$ cat src/rtl/temp_alarm_pkg.sv
// Shared types and helpers for the temperature alarm controller.
// Assumes the 2-bit hysteresis code maps to 0, 1.5, 3 and 6 degC in 1/16 degC units.
package temp_alarm_pkg;

    localparam int HW = 7;  // width of a hysteresis amount in LSB

    typedef enum logic [1:0] {
        SEL_CFG   = 2'd0,
        SEL_UPPER = 2'd1,
        SEL_LOWER = 2'd2,
        SEL_CRIT  = 2'd3
    } reg_sel_e;

    // Stored configuration: the clear strobe and the lock request are decoded separately.
    typedef struct packed {
        logic [1:0] hyst;
        logic       win_en;
        logic       crit_only;
        logic       int_mode;
        logic       evt_en;
    } cfg_t;

    // Hysteresis code to LSB count: 0, 24, 48, 96.
    function automatic logic [HW-1:0] hyst_lsb(input logic [1:0] code);
        return (code == 2'd0) ? '0 : (HW'(12) << code);
    endfunction

endpackage

$ cat src/rtl/temp_alarm_regs.sv
// Register file for the alarm controller: configuration, three limits and a sticky lock.
// Assumes wr_data holds at least 8 bits; the clear strobe is a single-cycle output.
module temp_alarm_regs
    import temp_alarm_pkg::*;
#(
    parameter int TW = 13
) (
    input  logic                 clk,
    input  logic                 rst_n,
    input  logic                 wr_en,
    input  logic [1:0]           wr_addr,
    input  logic [TW-1:0]        wr_data,
    output cfg_t                 cfg_q,
    output logic                 lock_q,
    output logic signed [TW-1:0] upper_q,
    output logic signed [TW-1:0] lower_q,
    output logic signed [TW-1:0] crit_q,
    output logic                 clr_p
);
    localparam logic [TW-1:0] LIM_MAX = {1'b0, {(TW-1){1'b1}}};
    localparam logic [TW-1:0] LIM_MIN = {1'b1, {(TW-1){1'b0}}};

    reg_sel_e sel;
    logic     cfg_wr;
    logic     unused_hi_bits;

    assign sel            = reg_sel_e'(wr_addr);
    assign cfg_wr         = wr_en && (sel == SEL_CFG);
    assign clr_p          = cfg_wr && wr_data[6];
    assign unused_hi_bits = ^wr_data[TW-1:8];

    // Register updates: limits, configuration, and the lock that only reset clears.
    always_ff @(posedge clk) begin
        if (!rst_n) begin
            cfg_q   <= '0;
            lock_q  <= 1'b0;
            upper_q <= LIM_MAX;
            lower_q <= LIM_MIN;
            crit_q  <= LIM_MAX;
        end else if (wr_en) begin
            case (sel)
                SEL_CFG: begin
                    cfg_q <= cfg_t'(wr_data[5:0]);
                    if (wr_data[7]) lock_q <= 1'b1;
                end
                SEL_UPPER: upper_q <= wr_data;
                SEL_LOWER: lower_q <= wr_data;
                SEL_CRIT:  if (!lock_q) crit_q <= wr_data;
                default:   ;
            endcase
        end
    end

    // a locked critical limit keeps its value across a write to it.
    a_r12_lock_blocks_crit: assert property (@(posedge clk) disable iff (!rst_n)
        (lock_q && wr_en && wr_addr == 2'd3) |=> (crit_q == $past(crit_q)));

    // once set, the lock stays set until reset.
    a_r12_lock_sticky: assert property (@(posedge clk) disable iff (!rst_n)
        lock_q |=> lock_q);

endmodule

$ cat src/rtl/temp_alarm_cond.sv
// One threshold tracker with hysteresis. LOW_SIDE picks a below-limit tracker;
// otherwise it tracks above-limit. Comparisons run one bit wider than the data.
// Assumes the hysteresis amount is narrower than the temperature word.
module temp_alarm_cond
    import temp_alarm_pkg::*;
#(
    parameter int TW       = 13,
    parameter bit LOW_SIDE = 1'b0
) (
    input  logic                 clk,
    input  logic                 rst_n,
    input  logic                 smp_valid,
    input  logic signed [TW-1:0] smp_temp,
    input  logic signed [TW-1:0] limit,
    input  logic [HW-1:0]        hyst,
    output logic                 flag_q,
    output logic                 rise
);
    logic signed [TW:0] t_x, l_x, h_x, rel_lim;
    logic trip, release_ok;

    assign t_x = {smp_temp[TW-1], smp_temp};
    assign l_x = {limit[TW-1], limit};
    assign h_x = {{(TW+1-HW){1'b0}}, hyst};

    // Direction-specific set and release comparisons.
    generate
        if (LOW_SIDE) begin : g_low
            assign rel_lim    = l_x + h_x;
            assign trip       = t_x < l_x;
            assign release_ok = t_x >= rel_lim;
        end else begin : g_high
            assign rel_lim    = l_x - h_x;
            assign trip       = t_x > l_x;
            assign release_ok = t_x <= rel_lim;
        end
    endgenerate

    assign rise = smp_valid && !flag_q && trip;

    // Flag update, evaluated only on a valid sample.
    always_ff @(posedge clk) begin
        if (!rst_n)         flag_q <= 1'b0;
        else if (smp_valid) flag_q <= flag_q ? !release_ok : trip;
    end

    // without a sample, the flag holds.
    a_r2_flag_holds: assert property (@(posedge clk) disable iff (!rst_n)
        !smp_valid |=> $stable(flag_q));

    generate
        if (LOW_SIDE) begin : g_chk_low
            // a sample under the lower limit leaves the flag set.
            a_r4_below_sets: assert property (@(posedge clk) disable iff (!rst_n)
                (smp_valid && smp_temp < limit) |=> flag_q);
        end else begin : g_chk_high
            // a sample over the limit leaves the flag set.
            a_r3_r5_over_sets: assert property (@(posedge clk) disable iff (!rst_n)
                (smp_valid && smp_temp > limit) |=> flag_q);
        end
    endgenerate

endmodule

$ cat src/rtl/temp_alarm_event.sv
// Event output logic: compare, interrupt and critical-only behaviour.
// Assumes rise inputs pulse only on the sample edge that newly sets a flag.
module temp_alarm_event (
    input  logic clk,
    input  logic rst_n,
    input  logic evt_en,
    input  logic int_mode,
    input  logic crit_only,
    input  logic win_en,
    input  logic clr_p,
    input  logic above,
    input  logic below,
    input  logic crit,
    input  logic above_rise,
    input  logic below_rise,
    output logic evt_n
);
    logic lat_q, lat_set, win_src, evt_act;

    assign lat_set = win_en && (above_rise || below_rise);

    // Interrupt latch: set by a new window crossing; a set beats a clear on the same edge.
    always_ff @(posedge clk) begin
        if (!rst_n)                         lat_q <= 1'b0;
        else if (int_mode && !crit_only)    lat_q <= lat_set || (lat_q && !clr_p);
        else                                lat_q <= 1'b0;
    end

    assign win_src = int_mode ? lat_q : (win_en && (above || below));
    assign evt_act = crit_only ? crit : (crit || win_src);
    assign evt_n   = !(evt_en && evt_act);

    // a set critical flag always pulls the enabled event low.
    a_r9_crit_wins: assert property (@(posedge clk) disable iff (!rst_n)
        (evt_en && crit) |-> !evt_n);

    // a disabled event output stays released.
    a_r11_disabled_high: assert property (@(posedge clk) disable iff (!rst_n)
        !evt_en |-> evt_n);

    // in critical-only mode, no critical flag means no event.
    a_r10_only_crit: assert property (@(posedge clk) disable iff (!rst_n)
        (crit_only && !crit) |-> evt_n);

    // the interrupt latch holds without a clear.
    a_r8_latch_holds: assert property (@(posedge clk) disable iff (!rst_n)
        (lat_q && !clr_p && int_mode && !crit_only) |=> lat_q);

endmodule

$ cat src/rtl/temp_alarm_ctrl.sv
// Top of the temperature alarm controller: registers, three threshold trackers
// (above, below, critical) and the event logic. Assumes one sample per valid strobe.
module temp_alarm_ctrl
    import temp_alarm_pkg::*;
#(
    parameter int TW = 13
) (
    input  logic          clk,
    input  logic          rst_n,
    input  logic          smp_valid,
    input  logic [TW-1:0] smp_temp,
    input  logic          wr_en,
    input  logic [1:0]    wr_addr,
    input  logic [TW-1:0] wr_data,
    output logic          evt_n,
    output logic [2:0]    cond_status
);
    localparam int NCOND = 3;

    cfg_t                 cfg;
    logic                 lock, clr_p;
    logic signed [TW-1:0] lim [NCOND];
    logic [NCOND-1:0]     flags, rises;
    logic [HW-1:0]        hyst_amt;
    logic                 unused_crit_rise;

    temp_alarm_regs #(.TW(TW)) u_regs (
        .clk(clk), .rst_n(rst_n), .wr_en(wr_en), .wr_addr(wr_addr), .wr_data(wr_data),
        .cfg_q(cfg), .lock_q(lock), .upper_q(lim[0]), .lower_q(lim[1]), .crit_q(lim[2]),
        .clr_p(clr_p)
    );

    assign hyst_amt = hyst_lsb(cfg.hyst);

    // One tracker per condition; index 1 (lower bound) is the low-side variant.
    generate
        for (genvar gi = 0; gi < NCOND; gi++) begin : g_cond
            temp_alarm_cond #(.TW(TW), .LOW_SIDE(gi == 1)) u_cond (
                .clk(clk), .rst_n(rst_n), .smp_valid(smp_valid),
                .smp_temp(smp_temp), .limit(lim[gi]), .hyst(hyst_amt),
                .flag_q(flags[gi]), .rise(rises[gi])
            );
        end
    endgenerate

    assign unused_crit_rise = rises[2] ^ lock;

    temp_alarm_event u_event (
        .clk(clk), .rst_n(rst_n), .evt_en(cfg.evt_en), .int_mode(cfg.int_mode),
        .crit_only(cfg.crit_only), .win_en(cfg.win_en), .clr_p(clr_p),
        .above(flags[0]), .below(flags[1]), .crit(flags[2]),
        .above_rise(rises[0]), .below_rise(rises[1]), .evt_n(evt_n)
    );

    assign cond_status = flags;

endmodule

$ cat config.mk
export PLATFORM = sky130hd
export DESIGN_NAME = temp_alarm_ctrl
export DESIGN_NICKNAME = d
export VERILOG_FILES = /design/src/rtl/temp_alarm_pkg.sv /design/src/rtl/temp_alarm_regs.sv /design/src/rtl/temp_alarm_cond.sv /design/src/rtl/temp_alarm_event.sv /design/src/rtl/temp_alarm_ctrl.sv
export SDC_FILE = /design/constraint.sdc
export NUM_CORES = 1
export LEC_CHECK = 0
export BUFFER_PORTS_ARGS = -buffer_cell sky130_fd_sc_hd__buf_2
export CORE_MARGIN = 2
export CORE_UTILIZATION = 50
export CTS_CLUSTER_SIZE = 14
export DETAILED_ROUTE_END_ITERATION = 10
export PLACE_DENSITY = 0.69
export SLEW_MARGIN = 20
export SYNTH_ARGS = -nofsm -noshare
export SYNTH_HDL_FRONTEND = slang
export SYNTH_SLANG_ARGS = --single-unit
$ cat constraint.sdc
create_clock -name clk -period 5.75 [get_ports clk]
set_input_delay 0.2875 -clock clk [delete_from_list [all_inputs] [get_ports clk]]
set_output_delay 0.2875 -clock clk [all_outputs]
set_load 0.02 [all_outputs]
==> reports/summary.txt <==
Status: completed
Initial antenna violation count: 0
Worst-skew pair later-pin latency: 0.32 ns
Number of global-route vias before repair: 3871
Most frequent CP cell: ha_1
Post-synth EDFFs: 0
Area share of the largest cell type after synthesis: 25.2%
Footprint of the multi-input gates: 3120 µm²
Worst min path class: in -> reg
Post-Syn Instances: 539
VDD IR-drop max: 0.0995 mV
Max cap viols: 0
Die height: 97.5 µm
Hold WS: 0.245 ns
H-tree level count: 2
Slew Limit Headroom: 27.6%
Hold_buf cts: 0
First-pass GRT wire length: 19100 µm
GPL Wtd Cong: 0.873
Routed WL: 11400 µm
Static leakage: 2.20 nW
Netlist cell types: 52
Post-CTS Setup Repair Bufs: 0
Cell Chain, Critical Path: inv_1 -> ha_1 -> ha_1 -> a221oi_1 -> o21bai_1 -> a21oi_1 -> nand2_1 -> xnor2_1 -> ha_1 -> and4_1 -> nand3_1 -> o41ai_1 -> mux2i_1 -> nor2_1 -> o31a_1
Critical path arrival: 4.25 ns
Slew @ Worst Pin: 1.08 ns
Fmax: 0.248 GHz
Ys flop type: dfxtp_1
# fillers: 829
Commonest non-fill, non-tap cells in the layout: ha_1 (88), nand2_1 (83), dfxtp_1 (50)
WHS Endpoint: u_regs.crit_q[9]$_SDFFE_PN1P_
R2R depth: 15
GR Overflow Total: 0
Yosys top cell by area: ha_1
Cell Pwr Density: 180 nW/µm²
Largest cells by area after synthesis: ha_1 (25%), dfxtp_1 (23%), nand2_1 (7.1%), o211ai_1 (4.1%), xnor2_1 (4.0%)
Post-synth ARST share: 0%
IO Port Bufs: 35
RSZ-0062 raised after global routing: false
Layout area overhead: 7.79%
Vias per cell: 5.86
Type of origin of the critical path: flop
Clock buffer depth: 2
Reg2reg start: u_regs.cfg_q[5]$_SDFFE_PN0P_
Share of layout cells above drive strength 1: 8.67%
WP data required: 5.96 ns
Detailed Route Iter0 Violations: 126
Core Region: 8590 µm²
Gr usage total: 24.8%
Final Max Tran Viols: 0
Max incr delay on CP: 0.38 ns
Cell Area, Synth: 4370 µm²
Antenna cells: 0
Total clock sinks: 50
Largest net degree at the start of global routing: 51
Die area: 9500 µm²
FP Rows: 34
Cell family with most CP delay: compound AO/OA/AOI/OAI gates
DRC Markers: 0
Half-perimeter wire length after placement: 9130 µm
Nets: 685
DIE WIDTH: 97.5 µm
TritonRoute pass-1 iters: 5
Synth warn: 0
Post-Syn Nets: 660
CTS Root Cell: clkbuf_8
Clock skew: 0.0110 ns
Final core utilization: 54.8%
Num CTS Buffers: 5
Crit path from: u_regs.cfg_q[5]$_SDFFE_PN0P_
Final ANT Viol Nets: 0
Final-report hold violation count: 0
Register area share after synthesis: 22.9%
Hold path depth: 3
Power Total: 0.846 mW
Fin crit share: 70.2%
Clock transition at the registers of the reported paths: 0.11 ns
Setup violators final: 0
CTS tree: built
Hold path start: wr_data[9]
Commonest non-fill, non-tap cell in the layout: ha_1
Vias post-DR: 3942
Register bit total from synthesis: 50
WS Path Type: reg -> reg
Critical-path top delay cell: dfxtp_1
Starting Density: 50.8%
Worst R2R Setup Slack: 1.71 ns
WP buf/inv: 1
Crit path capture type: flop
Io pins: 36
Syn_area_per_cell: 8.11 µm²
FF+latch area: 1000 µm²
Final min period: 4.04 ns
Wire length per cell: 16.9 µm
Post-CTS Resized: 0
Critical path peak fanout: 5
TNS Setup: 0 ns
Critical R2R Capture: g_cond[2].u_cond.flag_q$_SDFFE_PN0P_
[registers in the layout, summed over array words and instances (netlist names)]
signal,cells
u_regs.cfg_q,6
u_regs.crit_q,13
u_regs.upper_q,13
g_cond.u_cond.flag_q,3
u_regs.lock_q,1
u_event.lat_q,1
u_regs.lower_q,13
[worst reg2reg max path: cells and delay by family (launching register included)]
| kind | cells | cell delay, ns |
|---|---|---|
| compound gates | 5 | 1.51 |
| xor+xnor | 1 | 0.15 |
| fa+ha+maj | 3 | 1.00 |
| buf+inv | 1 | 0.10 |
| flops | 1 | 0.38 |
| mux | 1 | 0.25 |
| simple gates | 4 | 0.54 |
[cells by family (layout without fill, tap and decap cells)]
logic type,count (synthesis),after routing,synth area share [%]
compound gates,121,121,19.0
simple gates,182,182,20.0
flops,50,50,22.9
xor+xnor,24,24,4.81
buf+inv,65,91,5.84
fa+ha+maj,89,89,25.7
mux,8,8,1.83
[worst max-delay path by stage]
stage / endpoint / slack, ns / cells past startpoint
6_report: g_cond[2].u_cond.flag_q$_SDFFE_PN0P_ / 1.71 / 15
2_1_floorplan: g_cond[2].u_cond.flag_q$_SDFFE_PN0P_ / 2.21 / 15
4_1_cts: g_cond[2].u_cond.flag_q$_SDFFE_PN0P_ / 1.77 / 15
3_3_place_gp: g_cond[2].u_cond.flag_q$_SDFFE_PN0P_ / 1.97 / 15
3_5_place_dp: g_cond[2].u_cond.flag_q$_SDFFE_PN0P_ / 1.82 / 15
5_1_grt: g_cond[2].u_cond.flag_q$_SDFFE_PN0P_ / 1.35 / 15
[synth_stat cells, types with 3 or more instances]
cell      count
ha_1         88
nand2_1      83
dfxtp_1      50
inv_1        46
a21oi_1      29
nor2_1       25
o211ai_1     24
xnor2_1      20
a21boi_0     15
clkbuf_1     15
nor2b_1      15
nand3_1      14
o21ai_0      13
a21o_1       11
mux2i_1       8
nand4_1       7
nor3_1        6
nand2b_1      4
nor3b_1       4
nor4_1        4
xor2_1        4
a221oi_1      3
a31oi_1       3
and4_1        3
buf_4         3
nand3b_1      3
or3_1         3
[area by class of cell]
class,instances,share of cell area [%]
Clock buffer,5,1.46
Clock inverter,3,0.505
Inverter,46,3.67
Multi-Input combinational cell,424,66.2
Sequential cell,50,21.3
Tap cell,108,2.87
Timing Repair Buffer,37,4.04
[routing by layer]
layer	vias to the layer above	global-route usage [%]	wire, µm
met5	-	0	0
met4	0	8.44	307
met3	28	3.96	681
met2	104	39.9	5090
met1	1842	33.8	5310
li1	1968	-	-
[report_power, final]
part	internal [mW]	leakage, nW	total (mW)	switching [mW]
Clock	0.0874	0.0408	0.224	0.137
Sequential	0.363	0.409	0.378	0.0155
Combinational	0.102	1.75	0.244	0.141
[metrics by stage]
step                      std cells  area, µm²  worst slack [ns]
final                           673       4710              1.71
after global routing            673       4710              1.35
after CTS                       673       4710              1.77
after detailed placement        665       4620              1.82
after global placement          665       4620              1.97
after floorplan                 539       4370              2.21
No activity file was read; power rests on OpenSTA's default activity.
